==> config.mk <==
export PLATFORM = sky130hd
export DESIGN_NAME = gpio_pad_ctrl
export DESIGN_NICKNAME = d
export VERILOG_FILES = /design/src/rtl/gpio_pad_pkg.sv /design/src/rtl/gpio_sync.sv /design/src/rtl/gpio_regfile.sv /design/src/rtl/gpio_irq_gate.sv /design/src/rtl/gpio_pad_ctrl.sv
export SDC_FILE = /design/constraint.sdc
export NUM_CORES = 1
export LEC_CHECK = 0
export ABC_AREA = 0
export BUFFER_PORTS_ARGS = -buffer_cell sky130_fd_sc_hd__buf_2
export CAP_MARGIN = 20
export CORE_MARGIN = 1
export CORE_UTILIZATION = 45
export DETAILED_ROUTE_END_ITERATION = 8
export PLACE_DENSITY = 0.75
export SLEW_MARGIN = 15
export SYNTH_ARGS = -nofsm -noshare
export SYNTH_HDL_FRONTEND = slang
export SYNTH_HIERARCHICAL = 1
export SYNTH_SLANG_ARGS = --single-unit
==> constraint.sdc <==
create_clock -name clk_i -period 1.9 [get_ports clk_i]
set_input_delay 0.19 -clock clk_i [delete_from_list [all_inputs] [get_ports clk_i]]
set_output_delay 0.19 -clock clk_i [all_outputs]
set_load 0.02 [all_outputs]
==> src/rtl/gpio_pad_pkg.sv <==
package gpio_pad_pkg;
  localparam int unsigned IDX_FUNC  = 0;
  localparam int unsigned IDX_IE    = 1;
  localparam int unsigned IDX_IMASK = 2;
  localparam int unsigned IDX_ITYPE = 3;
  localparam int unsigned IDX_OUT   = 4;
  localparam int unsigned IDX_OE    = 5;
  localparam int unsigned IDX_LVL   = 6;
  localparam int unsigned IDX_PE    = 7;
  localparam int unsigned IDX_PS    = 8;
  localparam int unsigned IDX_SLEW  = 9;
  localparam int unsigned IDX_DRV0  = 10;
  localparam int unsigned IDX_DRV1  = 11;
  localparam int unsigned NUM_REGS  = 12;
endpackage

==> src/rtl/gpio_sync.sv <==
module gpio_sync #(
  parameter int unsigned W = 24
) (
  input  logic         clk_i,
  input  logic         rst_ni,
  input  logic [W-1:0] d_i,
  output logic [W-1:0] q_o
);
  logic [W-1:0] s1_q, s2_q;

  always_ff @(posedge clk_i or negedge rst_ni) begin
    if (!rst_ni) begin
      s1_q <= '0;
      s2_q <= '0;
    end else begin
      s1_q <= d_i;
      s2_q <= s1_q;
    end
  end

  assign q_o = s2_q;
endmodule

==> src/rtl/gpio_regfile.sv <==
module gpio_regfile
  import gpio_pad_pkg::*;
#(
  parameter int unsigned N  = 24,
  parameter int unsigned AW = 6,
  parameter int unsigned DW = 32
) (
  input  logic                         clk_i,
  input  logic                         rst_ni,
  input  logic [AW-1:0]                addr_i,
  input  logic                         we_i,
  input  logic [DW-1:0]                wdata_i,
  input  logic [N-1:0]                 level_i,
  output logic [NUM_REGS-1:0][N-1:0]   cfg_o,
  output logic [DW-1:0]                rdata_o
);
  localparam int unsigned IW = AW - 2;

  logic [IW-1:0] idx;
  assign idx = addr_i[AW-1:2];

  logic unused_bits;
  assign unused_bits = ^{addr_i[1:0], wdata_i[DW-1:N]};

  for (genvar r = 0; r < NUM_REGS; r++) begin : g_reg
    if (r == IDX_LVL) begin : g_ro
      assign cfg_o[r] = '0;
    end else begin : g_rw
      logic [N-1:0] q;
      always_ff @(posedge clk_i or negedge rst_ni) begin
        if (!rst_ni) q <= '0;
        else if (we_i && idx == IW'(r)) q <= wdata_i[N-1:0];
      end
      assign cfg_o[r] = q;
    end
  end

  always_comb begin
    rdata_o = '0;
    if (idx == IW'(IDX_LVL))           rdata_o[N-1:0] = level_i;
    else if (idx < IW'(NUM_REGS))      rdata_o[N-1:0] = cfg_o[idx];
  end
endmodule

==> src/rtl/gpio_irq_gate.sv <==
module gpio_irq_gate #(
  parameter int unsigned N    = 24,
  parameter int unsigned BASE = 16,
  parameter int unsigned NIRQ = 8
) (
  input  logic [N-1:0]    mask_i,
  input  logic [N-1:0]    ie_i,
  input  logic [N-1:0]    lvl_i,
  output logic [NIRQ-1:0] irq_o
);
  logic unused_rest;
  assign unused_rest = ^{mask_i[N-1:NIRQ], ie_i[BASE-1:0], lvl_i[BASE-1:0]};

  for (genvar k = 0; k < NIRQ; k++) begin : g_line
    assign irq_o[k] = mask_i[k] & ie_i[BASE+k] & lvl_i[BASE+k];
  end
endmodule

==> src/rtl/gpio_pad_ctrl.sv <==
module gpio_pad_ctrl
  import gpio_pad_pkg::*;
#(
  parameter int unsigned N    = 24,
  parameter int unsigned AW   = 6,
  parameter int unsigned DW   = 32,
  parameter int unsigned BASE = 16,
  parameter int unsigned NIRQ = 8
) (
  input  logic            clk_i,
  input  logic            rst_ni,
  input  logic [AW-1:0]   addr_i,
  input  logic            we_i,
  input  logic [DW-1:0]   wdata_i,
  output logic [DW-1:0]   rdata_o,
  input  logic [N-1:0]    pad_in_i,
  output logic [N-1:0]    pad_out_o,
  output logic [N-1:0]    pad_oe_o,
  output logic [N-1:0]    pad_ie_o,
  output logic [N-1:0]    pad_pu_o,
  output logic [N-1:0]    pad_pd_o,
  output logic [2*N-1:0]  pad_drv_o,
  output logic [N-1:0]    pad_slew_o,
  output logic [N-1:0]    pad_itype_o,
  output logic [N-1:0]    func_sel_o,
  output logic [NIRQ-1:0] irq_o
);
  logic [N-1:0] lvl_sync;
  logic [NUM_REGS-1:0][N-1:0] cfg;

  gpio_sync #(.W(N)) u_sync (
    .clk_i (clk_i),
    .rst_ni(rst_ni),
    .d_i   (pad_in_i),
    .q_o   (lvl_sync)
  );

  gpio_regfile #(.N(N), .AW(AW), .DW(DW)) u_regs (
    .clk_i  (clk_i),
    .rst_ni (rst_ni),
    .addr_i (addr_i),
    .we_i   (we_i),
    .wdata_i(wdata_i),
    .level_i(lvl_sync),
    .cfg_o  (cfg),
    .rdata_o(rdata_o)
  );

  gpio_irq_gate #(.N(N), .BASE(BASE), .NIRQ(NIRQ)) u_irq (
    .mask_i(cfg[IDX_IMASK]),
    .ie_i  (cfg[IDX_IE]),
    .lvl_i (lvl_sync),
    .irq_o (irq_o)
  );

  logic unused_lvl;
  assign unused_lvl = ^cfg[IDX_LVL];

  assign func_sel_o  = cfg[IDX_FUNC];
  assign pad_out_o   = cfg[IDX_OUT];
  assign pad_oe_o    = cfg[IDX_OE];
  assign pad_ie_o    = cfg[IDX_IE];
  assign pad_slew_o  = cfg[IDX_SLEW];
  assign pad_itype_o = cfg[IDX_ITYPE];
  assign pad_pu_o    = cfg[IDX_PE] & cfg[IDX_PS];
  assign pad_pd_o    = cfg[IDX_PE] & ~cfg[IDX_PS];

  for (genvar n = 0; n < N; n++) begin : g_drv
    assign pad_drv_o[2*n+1:2*n] = {cfg[IDX_DRV1][n], cfg[IDX_DRV0][n]};
  end
endmodule

# Word-level counts from Yosys, hierarchy flattened
# Index checks and enable logic that the tools add are counted.
[totals] wordCells=61 out_inout_bits=280 reg_bits=312 rom_bits=0 latchBits=0 ram_bits=0 input_bits=65 n_memories=0
[op_classes] order_cmp=2 n_div=0 reduce_logical=12 bitwise_logic=19 shift=0 mul=0 n_eq_ne=11 addsub=0 muxes=4
[ops] op="binary-select mux 24 bit (select 4 bit)" n=1
[ops] op="two-way mux 24 bit" n=3
[ops] op="AND 24 bit" n=2
[ops] op="NOT 24 bit" n=1
[ops] op="AND 1 bit" n=16
[ops] op="equality test 4 x 3 -> 1 bit, second input constant" n=4
[ops] op="equality test 4 bit, second input constant" n=4
[ops] op="logical AND 1 bit" n=11
[ops] op="equality test 4 x 2 -> 1 bit, second input constant" n=2
[ops] op="less-than comparator 4 x 5 -> 1 bit, second input constant" n=1
[ops] op="equality test 4 x 1 -> 1 bit, second input constant" n=1
[ops] op="logical NOT 4 bit" n=1
[ops] op="less-than comparator 4 bit, second input constant" n=1

# Longest topological paths before layout
[logic_depth] ltp_word=4 mapped_depth=6

# Modules after synthesis
# The synthesis kept the hierarchy.
[modules_own_cells] module="gpio_regfile" instances=1 seq_area_each_um2=6606.3 area_each_um2=12494.5 cells_each=855
[modules_own_cells] module="gpio_sync" instances=1 seq_area_each_um2=1201.2 area_each_um2=1201.2 cells_each=48
[modules_own_cells] module="gpio_pad_ctrl" instances=1 seq_area_each_um2=0.0 area_each_um2=300.3 cells_each=48
[modules_own_cells] module="gpio_irq_gate" instances=1 seq_area_each_um2=0.0 area_each_um2=50.0 cells_each=8

# Worst setup path after synthesis
# Ideal clock, no wire load.
[synth_path] path_type="input -> output" start="in addr_i[2]" end="out rdata_o[11]" cell_stages=4 setup_slack_ns=0.185 path_buffers=2 arrival_ns=1.525 path_cell_list="buf_2 -> buf_2 -> mux4_2 -> a211o_1"
[synth_via] elab_chain_cells=4 elab_cells_between_ends=6 cone_classes="order compare: 1; eq/ne: 1; mux: 4"
[synth_rtl] element="from (decl)" line="gpio_pad_ctrl.sv:12" text="input logic [AW-1:0] addr_i,"
[synth_rtl] element="binary-select mux 24 bit (select 4 bit)" line="gpio_regfile.sv:41" text="else if (idx < IW'(NUM_REGS)) rdata_o[N-1:0] = cfg_o[idx];"
[synth_rtl] element="two-way mux 24 bit (implied by the code)" line="gpio_regfile.sv:41"
[synth_rtl] element="two-way mux 24 bit" line="gpio_regfile.sv:41"
[synth_rtl] element="two-way mux 24 bit (*)" line="gpio_regfile.sv:40" text="if (idx == IW'(IDX_LVL)) rdata_o[N-1:0] = level_i;"
[synth_rtl] element="to (decl)" line="gpio_pad_ctrl.sv:15" text="output logic [DW-1:0] rdata_o,"
# Mark *: on every way between the ends. The rest lies on a longest branch, timed or not. The select of a mux whose other input is x is not followed.

# Final worst setup path
[layout_path] start="reg u_sync.s2_q[21], in the netlist u_sync/q_o[21]" end="out rdata_o[21]"
[layout_via] elab_chain_cells=1
[layout_rtl] element="from (decl)" line="gpio_sync.sv:9" text="logic [W-1:0] s1_q, s2_q;"
[layout_rtl] element="from (signal assigned)" line="gpio_sync.sv:17" text="s2_q <= s1_q;"
[layout_rtl] element="two-way mux 24 bit" line="gpio_regfile.sv:40"
# No other way between the ends.

==> summary.txt <==
Outcome
  • Status: finished, violations left
  • Failing checks: setup timing

Synthesis
  • Yosys warns: 6
  • Post-Syn Instances: 935
  • Cell area after synthesis: 13900 um2
  • Syn Area/Cell: 14.8 um2

Clock tree
  • Inserted Clock Buffers: 34
  • Sink Count: 312
  • CTS root buf: clkbuf_16
  • Max Root-Sink Buffers: 3
  • TritonCTS clock tree: built
  • Worst-Skew Late Latency: 0.51 ns
  • Reg clk slew, reported paths: 0.06 ns
  • H-tree depth: 2

Detailed routing
  • Residual DRC count: 0
  • Routed wire per std cell: 22.9 um
  • First-pass DRT Iterations: 4
  • Post-DR vias/cell: 5.49
  • Initial drt markers: 489
  • Via Count: 9714
  • Total Wirelength: 40500 um
  • Antenna-violating nets left: 0

Critical path
  • Data required, critical path: 1.71 ns
  • Crit-path max cell delay: 0.48 ns
  • WS Path Type: flop to primary output
  • CP startpoint kind: flop
  • Cell chain of the critical path: mux4_2 -> a211o_1 -> buf_6
  • Crit path DAT: 1.82 ns
  • Slowest CP cell: mux4_2
  • Endpoint type of the worst setup path: primary output
  • Crit-path max FO: 2

Timing
  • Max Clock Freq: 0.498 GHz
  • Final setup fails: 24
  • Setup TNS: -1.71 ns
  • RSZ-0062 raised after global routing: true
  • Setup ws final: -0.109 ns
  • Final worst path period need: 2.01 ns
  • Clock Skews: 0.0118 ns
  • Final hold vios: 0
  • Final Max Tran Viols: 0
  • Post-route clock period utilization: 106%
  • Worst Hold Slack: 0.0710 ns

Floorplan
  • Initial Util: 46.3%
  • Die ar.: 31500 um2
  • Die Width: 178 um
  • Die Y: 178 um
  • Core box area: 30000 um2
  • Top Ports: 345
  • Number of core rows: 63

Placed design
  • Placed cell count: 1623
  • Routability cong.: 0.833
  • Detail Placement HPWL: 27300 um
  • # port buffers: 326
  • Setup slack at placement: 0.0476 ns

GRT
  • First-pass GRT wire length: 59900 um
  • Grt ovf: 0
  • Vias in the first global route: 9972
  • Initial antenna violation count: 1
  • Largest net degree at the start of global routing: 58
  • Gr usage total: 25.6%

Power
  • VDD IR max: 0.875 mV
  • Pwr Density: 1230 nW/um2
  • Pleak: 9.06 nW

Finish
  • Post-Layout Cell Count: 1770
  • ANT cells: 0
  • Area delta synth->final: 31.4%
  • Layout cells sized above 1: 57.1%
  • Final #Nets: 1422

Run
  • Max Cap Viol: 0

Hold path
  • Worst Hold Class: input port to flop
cell type report:
cell class	instances	area, um2
clock buffer	53	1050
clock inverter	6	58.8
fill	2367	11700
multi-input combinational	540	5640
sequential	312	7810
tap	390	488
timing repair buffer	469	3180
routing by layer:
layer	track usage [%]	routed length (um)
met5	0	8
met4	11.6	1900
met3	5.27	2450
met2	40.7	19200
met1	33.6	17000
report_power, final:
group	internal [mW]	switching (mW)	leakage, nW	total, mW
Sequential	8.02	1.04	3.80	9.06
Combinational	3.16	3.67	4.72	6.83
Clock	3.92	2.58	0.545	6.50
Total	15.1	7.29	9.06	22.4
timing repair:
action,CTS,global route
hold buffers,25,0
endpoints found under the setup margin,24,24
pin swaps,24,0
resized for setup,48,2
hold endpoints to repair,100,0
setup buffers,55,8
gates cloned,0,0
registers in the layout (all words and copies together) (netlist names):
register / count
u_regs/g.g_rw.q: 264
u_sync/q_o: 24
u_sync/s1_q: 24
worst paths after layout:
| check | startpoint | end | slack [ns] | cells past startpoint |
|---|---|---|---|---|
| min in group asynchronous | rst_ni | u_regs/g_reg[9].g_rw.q[23] | 0.22 | 2 |
| min | wdata_i[19] | u_regs/g_reg[7].g_rw.q[19] | 0.07 | 2 |
| max reg2reg | u_regs/g_reg[7].g_rw.q[18] | u_regs/g_reg[7].g_rw.q[18] | 0.85 | 3 |
| max | u_sync/q_o[21] | rdata_o[21] | -0.11 | 3 |
| max in group asynchronous | rst_ni | u_regs/g_reg[8].g_rw.q[15] | 1.00 | 3 |
| min reg2reg | u_sync/s1_q[5] | u_sync/q_o[5] | 0.35 | 0 |
worst max-delay path: cells and delay by family (launching register included):
kind / cells / cell delay [ns]
muxes: 1 / 0.48
DFF: 1 / 0.42
AOI/OAI and AO/OA: 1 / 0.29
buffers and inverters: 1 / 0.14
cell usage in the layout (no fill, tap or decap), drive strengths merged, types with 3 or more instances in the layout:
cell type and count:
clkinv 5, nor3b 3, nand3b 4, dfrtp 312, mux4 24, nor2b 25
clkbuf 53, conb 8, and2 24, buf 444, mux2 264, mux2i 96
dlygate4sd3 25, and3 9, a211o 24, o22ai 48
stage by stage:
step	total power, mW	utilization, %	cell area, um2
after floorplan	12.8	-	13900
after global placement	15.1	54.2	16200
after detailed placement	15.3	54.2	16200
after CTS	22.4	60.6	18200
after global routing	23.4	60.8	18200
final	22.4	60.8	18200
Power figures use the tool's default switching activity.
